===== config.mk =====
export PLATFORM = sky130hd
export DESIGN_NAME = ll_order_check
export DESIGN_NICKNAME = d
export VERILOG_FILES = /design/src/rtl/ll_pkg.sv /design/src/rtl/ll_slot.sv /design/src/rtl/ll_stage1.sv /design/src/rtl/ll_order_check.sv
export SDC_FILE = /design/constraint.sdc
export NUM_CORES = 1
export LEC_CHECK = 0
export BUFFER_PORTS_ARGS = -buffer_cell sky130_fd_sc_hd__buf_2
export CORE_MARGIN = 2
export CORE_UTILIZATION = 45
export DETAILED_ROUTE_END_ITERATION = 8
export SKIP_CTS_REPAIR_TIMING = 1
export SLEW_MARGIN = 20
export SYNTH_ARGS = -nofsm -noshare
export SYNTH_HDL_FRONTEND = slang
export SYNTH_SLANG_ARGS = --single-unit

===== constraint.sdc =====
create_clock -name clk -period 3 [get_ports clk]
set_clock_uncertainty 0.15 [all_clocks]
set_input_delay 0.6 -clock clk [delete_from_list [all_inputs] [get_ports clk]]
set_output_delay 0.6 -clock clk [all_outputs]
set_load 0.02 [all_outputs]

===== src/rtl/ll_pkg.sv =====
package ll_pkg;

  // True when the load tagged {a_w,a_i} comes after {b_w,b_i} in program order.
  function automatic logic is_younger(logic a_w, int unsigned a_i,
                                      logic b_w, int unsigned b_i);
    if (a_w == b_w) return a_i > b_i;
    else            return a_i < b_i;
  endfunction

endpackage


===== src/rtl/ll_slot.sv =====
module ll_slot
  import ll_pkg::*;
#(
  parameter int IDX_W  = 3,
  parameter int LINE_W = 28,
  parameter int MASK_W = 16,
  parameter int MY_IDX = 0
) (
  input  logic              clk,
  input  logic              rst_n,
  input  logic              alloc_i,
  input  logic              alloc_wrap_i,
  input  logic              free_i,
  input  logic              wr_i,
  input  logic [LINE_W-1:0] wr_line_i,
  input  logic [MASK_W-1:0] wr_mask_i,
  input  logic              wr_dok_i,
  input  logic              chk_i,
  input  logic [IDX_W-1:0]  chk_idx_i,
  input  logic              chk_wrap_i,
  input  logic [LINE_W-1:0] chk_line_i,
  input  logic [MASK_W-1:0] chk_mask_i,
  output logic              valid_o,
  output logic              hit_o
);

  logic              valid_q, valid_d;
  logic              wrap_q,  wrap_d;
  logic              rec_q,   rec_d;
  logic              dok_q,   dok_d;
  logic [LINE_W-1:0] line_q,  line_d;
  logic [MASK_W-1:0] mask_q,  mask_d;

  always_comb begin
    valid_d = valid_q;
    wrap_d  = wrap_q;
    rec_d   = rec_q;
    dok_d   = dok_q;
    line_d  = line_q;
    mask_d  = mask_q;
    if (alloc_i) begin
      valid_d = 1'b1;
      wrap_d  = alloc_wrap_i;
      rec_d   = 1'b0;
      dok_d   = 1'b0;
    end else if (free_i) begin
      valid_d = 1'b0;
      rec_d   = 1'b0;
      dok_d   = 1'b0;
    end else if (wr_i && valid_q) begin
      rec_d  = 1'b1;
      dok_d  = wr_dok_i;
      line_d = wr_line_i;
      mask_d = wr_mask_i;
    end
  end

  always_ff @(posedge clk or negedge rst_n) begin
    if (!rst_n) begin
      valid_q <= 1'b0;
      wrap_q  <= 1'b0;
      rec_q   <= 1'b0;
      dok_q   <= 1'b0;
      line_q  <= '0;
      mask_q  <= '0;
    end else begin
      valid_q <= valid_d;
      wrap_q  <= wrap_d;
      rec_q   <= rec_d;
      dok_q   <= dok_d;
      line_q  <= line_d;
      mask_q  <= mask_d;
    end
  end

  assign valid_o = valid_q;
  assign hit_o   = chk_i && valid_q && rec_q && dok_q
                && is_younger(wrap_q, MY_IDX, chk_wrap_i, 32'(chk_idx_i))
                && (line_q == chk_line_i)
                && (|(mask_q & chk_mask_i));

  AST_FREE_EMPTIES: assert property (@(posedge clk) disable iff (!rst_n)
    (free_i && !alloc_i) |=> !valid_o);
  AST_ALLOC_NO_HIT: assert property (@(posedge clk) disable iff (!rst_n)
    alloc_i |=> !hit_o);

endmodule


===== src/rtl/ll_stage1.sv =====
module ll_stage1 #(
  parameter int IDX_W  = 3,
  parameter int LINE_W = 28,
  parameter int MASK_W = 16
) (
  input  logic              clk,
  input  logic              rst_n,
  input  logic              acc_i,
  input  logic [IDX_W-1:0]  idx_i,
  input  logic              wrap_i,
  input  logic [LINE_W-1:0] line_i,
  input  logic [MASK_W-1:0] mask_i,
  input  logic              dok_i,
  input  logic              revoke_i,
  output logic              wr_o,
  output logic [IDX_W-1:0]  idx_o,
  output logic              wrap_o,
  output logic [LINE_W-1:0] line_o,
  output logic [MASK_W-1:0] mask_o,
  output logic              dok_o
);

  logic              vld_q, vld_d;
  logic [IDX_W-1:0]  idx_q, idx_d;
  logic              wrap_q, wrap_d;
  logic [LINE_W-1:0] line_q, line_d;
  logic [MASK_W-1:0] mask_q, mask_d;
  logic              dok_q, dok_d;

  always_comb begin
    vld_d  = acc_i;
    idx_d  = idx_q;
    wrap_d = wrap_q;
    line_d = line_q;
    mask_d = mask_q;
    dok_d  = dok_q;
    if (acc_i) begin
      idx_d  = idx_i;
      wrap_d = wrap_i;
      line_d = line_i;
      mask_d = mask_i;
      dok_d  = dok_i;
    end
  end

  always_ff @(posedge clk or negedge rst_n) begin
    if (!rst_n) begin
      vld_q  <= 1'b0;
      idx_q  <= '0;
      wrap_q <= 1'b0;
      line_q <= '0;
      mask_q <= '0;
      dok_q  <= 1'b0;
    end else begin
      vld_q  <= vld_d;
      idx_q  <= idx_d;
      wrap_q <= wrap_d;
      line_q <= line_d;
      mask_q <= mask_d;
      dok_q  <= dok_d;
    end
  end

  assign wr_o   = vld_q && !revoke_i;
  assign idx_o  = idx_q;
  assign wrap_o = wrap_q;
  assign line_o = line_q;
  assign mask_o = mask_q;
  assign dok_o  = dok_q;

  AST_WRITE_ONLY_AFTER_ACCEPT: assert property (@(posedge clk) disable iff (!rst_n)
    !acc_i |=> !wr_o);

endmodule


===== src/rtl/ll_order_check.sv =====
module ll_order_check
  import ll_pkg::*;
#(
  parameter int SLOTS  = 8,
  parameter int PA_W   = 32,
  parameter int MASK_W = 16
) (
  input  logic                     clk,
  input  logic                     rst_n,
  input  logic                     alloc_valid,
  input  logic [$clog2(SLOTS)-1:0] alloc_idx,
  input  logic                     alloc_wrap,
  input  logic                     free_valid,
  input  logic [$clog2(SLOTS)-1:0] free_idx,
  input  logic                     release_busy,
  input  logic                     q_valid,
  output logic                     q_ready,
  input  logic [$clog2(SLOTS)-1:0] q_idx,
  input  logic                     q_wrap,
  input  logic [PA_W-1:0]          q_paddr,
  input  logic [MASK_W-1:0]        q_mask,
  input  logic                     q_data_ok,
  input  logic                     q_nc,
  input  logic                     q_revoke,
  output logic                     resp_valid,
  output logic                     resp_fetch
);

  localparam int IDX_W  = $clog2(SLOTS);
  localparam int OFF_W  = $clog2(MASK_W);
  localparam int LINE_W = PA_W - OFF_W;

  logic              acc, chk;
  logic [LINE_W-1:0] q_line;
  logic              s1_wr, s1_wrap, s1_dok;
  logic [IDX_W-1:0]  s1_idx;
  logic [LINE_W-1:0] s1_line;
  logic [MASK_W-1:0] s1_mask;
  logic [SLOTS-1:0]  slot_valid, slot_hit;
  logic              byp_hit;
  logic              rv_q, rv_d, rf_q, rf_d;

  assign q_ready = !release_busy;
  assign acc     = q_valid && q_ready;
  assign chk     = acc && !q_nc;
  assign q_line  = q_paddr[PA_W-1:OFF_W];

  ll_stage1 #(.IDX_W(IDX_W), .LINE_W(LINE_W), .MASK_W(MASK_W)) u_s1 (
    .clk      (clk),
    .rst_n    (rst_n),
    .acc_i    (acc),
    .idx_i    (q_idx),
    .wrap_i   (q_wrap),
    .line_i   (q_line),
    .mask_i   (q_mask),
    .dok_i    (q_data_ok),
    .revoke_i (q_revoke),
    .wr_o     (s1_wr),
    .idx_o    (s1_idx),
    .wrap_o   (s1_wrap),
    .line_o   (s1_line),
    .mask_o   (s1_mask),
    .dok_o    (s1_dok)
  );

  for (genvar k = 0; k < SLOTS; k++) begin : g_slot
    ll_slot #(.IDX_W(IDX_W), .LINE_W(LINE_W), .MASK_W(MASK_W), .MY_IDX(k)) u_slot (
      .clk          (clk),
      .rst_n        (rst_n),
      .alloc_i      (alloc_valid && (alloc_idx == IDX_W'(k))),
      .alloc_wrap_i (alloc_wrap),
      .free_i       (free_valid && (free_idx == IDX_W'(k))),
      .wr_i         (s1_wr && (s1_idx == IDX_W'(k))),
      .wr_line_i    (s1_line),
      .wr_mask_i    (s1_mask),
      .wr_dok_i     (s1_dok),
      .chk_i        (chk),
      .chk_idx_i    (q_idx),
      .chk_wrap_i   (q_wrap),
      .chk_line_i   (q_line),
      .chk_mask_i   (q_mask),
      .valid_o      (slot_valid[k]),
      .hit_o        (slot_hit[k])
    );
  end

  // Forward the query still in stage 1 so a back-to-back older load sees it.
  assign byp_hit = chk && s1_wr && slot_valid[s1_idx] && s1_dok
                && is_younger(s1_wrap, 32'(s1_idx), q_wrap, 32'(q_idx))
                && (s1_line == q_line)
                && (|(s1_mask & q_mask));

  always_comb begin
    rv_d = acc;
    rf_d = chk && ((|slot_hit) || byp_hit);
  end

  always_ff @(posedge clk or negedge rst_n) begin
    if (!rst_n) begin
      rv_q <= 1'b0;
      rf_q <= 1'b0;
    end else begin
      rv_q <= rv_d;
      rf_q <= rf_d;
    end
  end

  assign resp_valid = rv_q;
  assign resp_fetch = rf_q;

  AST_RESP_AFTER_ACCEPT: assert property (@(posedge clk) disable iff (!rst_n)
    (q_valid && !release_busy) |=> resp_valid);
  AST_NO_STRAY_RESP: assert property (@(posedge clk) disable iff (!rst_n)
    !q_valid |=> !resp_valid);
  AST_RELEASE_BLOCKS: assert property (@(posedge clk) disable iff (!rst_n)
    release_busy |=> !resp_valid);
  AST_NC_NEVER_FLAGS: assert property (@(posedge clk) disable iff (!rst_n)
    (q_valid && q_ready && q_nc) |=> !resp_fetch);
  AST_FETCH_NEEDS_RESP: assert property (@(posedge clk) disable iff (!rst_n)
    resp_fetch |-> resp_valid);

endmodule


==> results.py, run 1 <==
metrics = {
    "run_status": {
        "status": "finished clean",
    },
    "power": {
        "power_frac_clock_pct": 36.4,
        "swShare_pct": 28.4,
        "p_leak_nw": 11.1,
        "p_int_w": 0.0117,
        "ir_drop_mv": 0.444,
        "seq_power_share_pct": 46.0,
        "p_switching_w": 0.00464,
        "power_density_mw_per_mm2": 691,
        "power_frac_comb_pct": 17.6,
        "report.power.total_w": 0.0163,
    },
    "floorplanning": {
        "io_pins": 71,
        "num_rows": 78,
        "core_mm2": 0.0453,
        "start_util_pct": 45.4,
        "die_area_mm2": 0.0474,
        "die_h_um": 218,
        "die_w_um": 218,
    },
    "grt": {
        "grt_first_pass_wirelength_mm": 90.5,
        "grt_usage_pct": 26.1,
        "antenna_found_initial": 4,
        "grt_max_degree": 107,
        "grt-ovfl-total": 0,
        "grt_pass1_vias": 13682,
    },
    "routing": {
        "drt-total-wl_mm": 60.3,
        "route.detailed.drc": 0,
        "route.vias.total": 13296,
        "dr.pass1.iters": 5,
        "viasPerCell": 5.60,
        "ant_nets": 0,
        "drt_iter0_drc": 1059,
        "wl_per_cell_um": 25.4,
    },
    "sta": {
        "setup_violations": 0,
        "tns_ns": 0,
        "fin_crit_ns": 2.57,
        "drv_slew": 0,
        "slew_headroom_pct": 47.5,
        "fin_crit_sh_pct": 85.8,
        "rsz0062_at_grt": "false",
        "finalHoldViolCount": 0,
        "fmax_mhz": 388,
        "setup_slack_ns": 0.426,
        "tightest_slew_ns": 0.787,
    },
    "synth": {
        "ys_ff_latch": 435,
        "syn_avg_cell_area_um2": 12.4,
        "synth_area_mm2": 0.0206,
        "synth_cells": 1653,
        "synthFlopType": "dfrtp_1",
        "yosysSeqAreaShare_pct": 52.9,
        "synth_edf_count": 0,
        "syn-num-nets": 1724,
        "synth_warnings": 0,
        "ys_types": 46,
        "synth-async-reset-ratio_pct": 100,
    },
    "place": {
        "hpwl_mm": 40.5,
        "post-place-ws_ns": 0.0495,
        "port_buffers": 66,
        "place_congestion": 0.840,
        "dpl.cell_count": 2286,
        "place_area_mm2": 0.0220,
    },
    "final_layout": {
        "layout-drive-gt1-share_pct": 27.6,
        "final_area_mm2": 0.0236,
        "synthToLayoutAreaGrowth_pct": 14.9,
        "layout.nets": 1809,
        "fin_cells": 2374,
        "final_common_cell": "dfrtp_1",
        "layout_common_cells": "dfrtp_1 (435), mux2_2 (233), xnor2_1 (218), nand2_1 (160), mux2_1 (130)",
    },
    "setup_path": {
        "worst-path-max-fanout": 2,
        "slowest_delay_ns": 0.55,
        "crit_chain": "a22o_1 -> a221oi_1 -> nand4_1 -> nand4_1 -> o311ai_1 -> or4_1",
        "crit_top_cell": "nand4_1",
        "arrival_ns": 2.91,
        "end_kind": "flop",
        "cp.required_ns": 3.33,
        "cp-start-kind": "flop",
        "slowest_stage": "or4_1",
        "worstSetupPathType": "reg -> reg",
    },
    "cts": {
        "insertion_delay_ns": 0.62,
        "cts_buffer_depth": 3,
        "clock_sinks": 435,
        "cts_tree": "yes",
        "clk_pin_slew_ns": 0.06,
        "root_buffer": "clkbuf_16",
        "htree_levels": 2,
        "cts_buffers": 48,
    },
    "worst_hold_path": {
        "hp-class": "in -> reg",
    },
    "job": {
        "maxCapViolations": 0,
    },
}
[stage by stage]
step / hold WS [ns] / utilization [%]
after floorplan: 0.154 / -
after global placement: 0.319 / 48.6
final: 0.0203 / 52.2
after detailed placement: 0.325 / 48.6
after CTS: -0.280 / 52.1
after global routing: 0.0403 / 52.2
[metal layers]
metal	part of all wire, %	routed length, um	track usage, %
met4	3.4	2080	9.34
met3	4.8	2900	4.28
met2	47	28200	41.6
met5	0.058	35	0
met1	45	27000	36.2
[path summary, 6_finish.rpt]
path                                                         from                                      to  slack [ns]  cells after the start
max                        g_slot[7].u_slot.mask_q[6]$_DFFE_PN0P_                    resp_fetch$_DFF_PN0_        0.43                      6
min                                                     q_data_ok                  u_s1.dok_o$_DFFE_PN0N_        0.02                      3
max reg2reg                g_slot[7].u_slot.mask_q[6]$_DFFE_PN0P_                    resp_fetch$_DFF_PN0_        0.43                      6
min reg2reg                g_slot[1].u_slot.mask_q[9]$_DFFE_PN0P_  g_slot[1].u_slot.mask_q[9]$_DFFE_PN0P_        0.33                      1
max in group asynchronous                                   rst_n  g_slot[6].u_slot.line_q[5]$_DFFE_PN0P_        1.41                      3
min in group asynchronous                                   rst_n                 u_s1.wrap_o$_DFFE_PN0N_        0.35                      2
[area by class of cell]
| type | instances | area (um^2) |
|---|---|---|
| Clock buffer | 73 | 1420 |
| Multi-Input combinational cell | 1077 | 9070 |
| Clock inverter | 12 | 175 |
| Fill cell | 3900 | 21600 |
| Timing Repair Buffer | 168 | 1300 |
| Sequential cell | 435 | 10900 |
| Antenna cell | 1 | 2.50 |
| Tap cell | 600 | 751 |
| Inverter | 8 | 30.0 |
[sequential cells by signal (all words and copies together), names as in the netlist]
register	flops
g_slot.u_slot.line_q	224
g_slot.u_slot.mask_q	128
u_s1.line_o	28
u_s1.mask_o	16
g_slot.u_slot.dok_q	8
g_slot.u_slot.rec_q	8
g_slot.u_slot.valid_o	8
g_slot.u_slot.wrap_q	8
u_s1.idx_o	3
resp_fetch	1
u_s1.dok_o	1
u_s1.vld_q	1
u_s1.wrap_o	1
[cells by family (layout without fill, tap and decap cells)]
| kind of cell | after synthesis | in the layout | synth area share [%] |
|---|---|---|---|
| AO/OA/AOI/OAI | 99 | 99 | 3.81 |
| XOR/XNOR | 261 | 261 | 11.1 |
| multiplexers | 376 | 376 | 20.6 |
| flip-flops | 435 | 435 | 52.9 |
| AND/OR/NAND/NOR | 338 | 338 | 8.24 |
| adder cells (fa/ha/maj) | 3 | 3 | 0.183 |
| other | 0 | 1 | 0 |
| buffers and inverters | 141 | 261 | 3.11 |
[power groups by stage]
| stage | Clock (W) | Combinational [W] | Sequential (W) |
|---|---|---|---|
| after global placement | 0 | 0.00281 | 0.00756 |
| after global routing | 0.00631 | 0.00311 | 0.00764 |
| after detailed placement | 0 | 0.00286 | 0.00761 |
| after floorplan | 0 | 0.00199 | 0.00733 |
| after CTS | 0.00606 | 0.00288 | 0.00751 |
| final | 0.00594 | 0.00287 | 0.00751 |
[cells in the mapped netlist (2+ instances only)]
library cell	number	area, um^2
xnor2_1	218	1910
a22o_1	27	236
a21o_1	5	37.5
o32ai_1	2	17.5
nand3_1	16	80.1
buf_6	4	45.0
clkbuf_1	61	229
nor2b_1	8	50.1
nand2b_1	5	31.3
or4_1	3	22.5
dfrtp_1	435	10900
mux2i_1	11	110
buf_4	5	37.5
buf_2	49	245
nand4b_1	7	61.3
a22oi_1	18	135
a31oi_1	2	12.5
nand2_1	165	619
o21a_1	4	30.0
nor4_1	20	125
mux2_1	130	1460
ha_1	3	37.5
buf_1	14	52.6
mux4_2	2	45.0
nand4_1	75	469
and2_1	2	12.5
o21ai_0	7	35.0
a221oi_1	27	236
nor3b_1	2	15.0
mux2_2	233	2620
nor2_1	18	67.6
a21oi_1	5	25.0
xor2_1	43	377
nor3_1	7	35.0
nand3b_1	2	15.0
inv_1	8	30.0
[worst max-delay path: cells and delay by family, from the launching register on]
family | cells | cell delay [ns]
AO/OA/AOI/OAI | 3 | 0.82
flip-flops | 1 | 0.37
AND/OR/NAND/NOR | 3 | 1.09
Power figures use the tool's default switching activity.
==> inputs of run 2 (changes only) <==
--- a/config.mk
+++ b/config.mk
@@ -9,6 +9,7 @@
 export CORE_MARGIN = 2
 export CORE_UTILIZATION = 45
 export DETAILED_ROUTE_END_ITERATION = 8
+export PLACE_DENSITY = 0.65
 export SKIP_CTS_REPAIR_TIMING = 1
 export SLEW_MARGIN = 20
 export SYNTH_ARGS = -nofsm -noshare
==> results.py, run 2 (synthesis results as in run 1) <==
metrics = {
    "final_layout": {
        "final.fill_count": 3928,
        "antenna_cells": 0,
        "layout-drive-gt1-share_pct": 27.9,
        "fin_cells": 2384,
        "layout.nets": 1820,
        "layout_common_cells": "dfrtp_1 (435), mux2_2 (233), xnor2_1 (218), nand2_1 (160), mux2_1 (130)",
        "final_common_cell": "dfrtp_1",
        "post-route-util_pct": 52.3,
        "regMostFlops": "g_slot.u_slot.line_q",
        "largest_reg_flops": 224,
        "synthToLayoutAreaGrowth_pct": 15.1,
    },
    "setup_path": {
        "reg2reg_depth": 6,
        "worstSetupPathType": "reg -> reg",
        "end_kind": "flop",
        "worst-path-max-fanout": 2,
        "worst-r2r-setup-slack_ns": 0.25,
        "cp.required_ns": 3.29,
        "rr_startpoint": "u_s1.mask_o[4]$_DFFE_PN0N_",
        "crit_start": "u_s1.mask_o[4]$_DFFE_PN0N_",
        "regToRegEndpoint": "resp_fetch$_DFF_PN0_",
        "cp-start-kind": "flop",
        "arrival_ns": 3.04,
    },
    "sta": {
        "fmax_mhz": 364,
        "rsz0062_at_grt": "false",
        "setup_violations": 0,
        "finalHoldViolCount": 0,
        "fin_crit_sh_pct": 91.6,
        "fin_crit_ns": 2.75,
        "slew_headroom_pct": 45.6,
        "tns_ns": 0,
        "tightest_slew_ns": 0.816,
        "drv_slew": 0,
    },
    "grt": {
        "grt_pass1_vias": 13841,
        "grt_usage_pct": 25.8,
        "antenna_found_initial": 2,
        "grt_max_degree": 76,
        "grt_first_pass_wirelength_mm": 90.1,
        "grt-ovfl-total": 0,
    },
    "worst_hold_path": {
        "min_path_cells": 3,
        "hp-class": "in -> reg",
        "min_to": "u_s1.dok_o$_DFFE_PN0N_",
        "hp-start": "q_data_ok",
    },
    "power": {
        "swShare_pct": 28.2,
        "p_switching_w": 0.00457,
        "ir_drop_mv": 0.491,
        "report.power.total_w": 0.0162,
        "power_frac_comb_pct": 18.0,
        "p_int_w": 0.0116,
        "p_leak_nw": 11.2,
        "power_frac_clock_pct": 35.4,
        "seq_power_share_pct": 46.6,
        "power_density_mw_per_mm2": 684,
    },
    "routing": {
        "drt-total-wl_mm": 59.5,
        "route.detailed.drc": 0,
        "wl_per_cell_um": 25.0,
        "dr.pass1.iters": 5,
        "route.vias.total": 13613,
        "viasPerCell": 5.71,
        "ant_nets": 0,
        "drt_iter0_drc": 972,
    },
    "cts": {
        "cts_buffers": 47,
        "clock_sinks": 435,
        "root_buffer": "clkbuf_16",
        "cts_buffer_depth": 3,
        "htree_levels": 2,
        "insertion_delay_ns": 0.60,
        "cts_tree": "yes",
        "clk_pin_slew_ns": 0.06,
    },
    "floorplanning": {
        "die_w_um": 218,
        "core_mm2": 0.0453,
        "die_h_um": 218,
        "die_area_mm2": 0.0474,
        "start_util_pct": 45.4,
        "io_pins": 71,
        "num_rows": 78,
    },
    "place": {
        "port_buffers": 66,
        "place_congestion": 0.879,
        "hpwl_mm": 41.0,
        "dpl.cell_count": 2299,
    },
    "run_status": {
        "status": "finished clean",
    },
    "job": {
        "maxCapViolations": 0,
    },
}
## run 2: changes by cell type in the layout (fill, tap and decap cells not counted), moves of 2 or more
| cell | previous run | this run |
|---|---|---|
| clkinv_2 | 6 | 4 |
| clkbuf_1 | 13 | 16 |
| buf_12 | 14 | 16 |
| buf_4 | 86 | 97 |
## run 2: per-layer routing
| metal | wire length, um | track usage, % | vias up | share of wire (%) |
|---|---|---|---|---|
| li1 | - | - | 5974 | - |
| met1 | 25500 | 34.8 | 7191 | 43 |
| met2 | 29400 | 43.1 | 352 | 49 |
| met3 | 3180 | 4.25 | 92 | 5.4 |
| met4 | 1480 | 7.17 | 4 | 2.5 |
| met5 | 28 | 0 | - | 0.047 |
## run 2: worst max-delay path by stage
stage	to	slack, ns
floorplan	resp_fetch$_DFF_PN0_	0.67
global placement	resp_fetch$_DFF_PN0_	-0.06
detailed placement	resp_fetch$_DFF_PN0_	-0.07
CTS	resp_fetch$_DFF_PN0_	0.35
global route	resp_fetch$_DFF_PN0_	0.24
finish	resp_fetch$_DFF_PN0_	0.25
## run 2: per-stage QoR
stage	instance area [um^2]	hold slack (ns)	setup WS, ns
2_1_floorplan	20600	0.154	0.669
3_3_place_gp	22100	0.319	-0.0600
3_5_place_dp	22100	0.327	-0.0728
4_1_cts	23700	-0.145	0.346
5_1_grt	23700	0.0305	0.239
6_report	23700	0.0434	0.252
## run 2: layout make-up
| type | count | area (um^2) | area share (%) |
|---|---|---|---|
| clock buffers | 76 | 1430 | 6.03 |
| inverters | 8 | 30.0 | 0.127 |
| flip-flops and latches | 435 | 10900 | 46.0 |
| clock inverters | 8 | 108 | 0.455 |
| repair buffers | 180 | 1400 | 5.91 |
| well taps | 600 | 751 | 3.17 |
| multi-input cells | 1077 | 9070 | 38.3 |
## run 2: power by group through the flow
stage	Combinational (W)	Clock (W)	Sequential (W)
2_1_floorplan	0.00199	0	0.00733
3_3_place_gp	0.00285	0	0.00757
5_1_grt	0.00314	0.00610	0.00766
4_1_cts	0.00293	0.00585	0.00753
3_5_place_dp	0.00291	0	0.00763
6_report	0.00292	0.00574	0.00754
## run 2: worst max-delay path: stages (launching register included)
cell and delay (ns):
dfrtp_1 0.37, a22o_1 0.32, a221oi_1 0.56, nand4_1 0.36, nand4_1 0.19, o311ai_1 0.09
or4_1 0.55
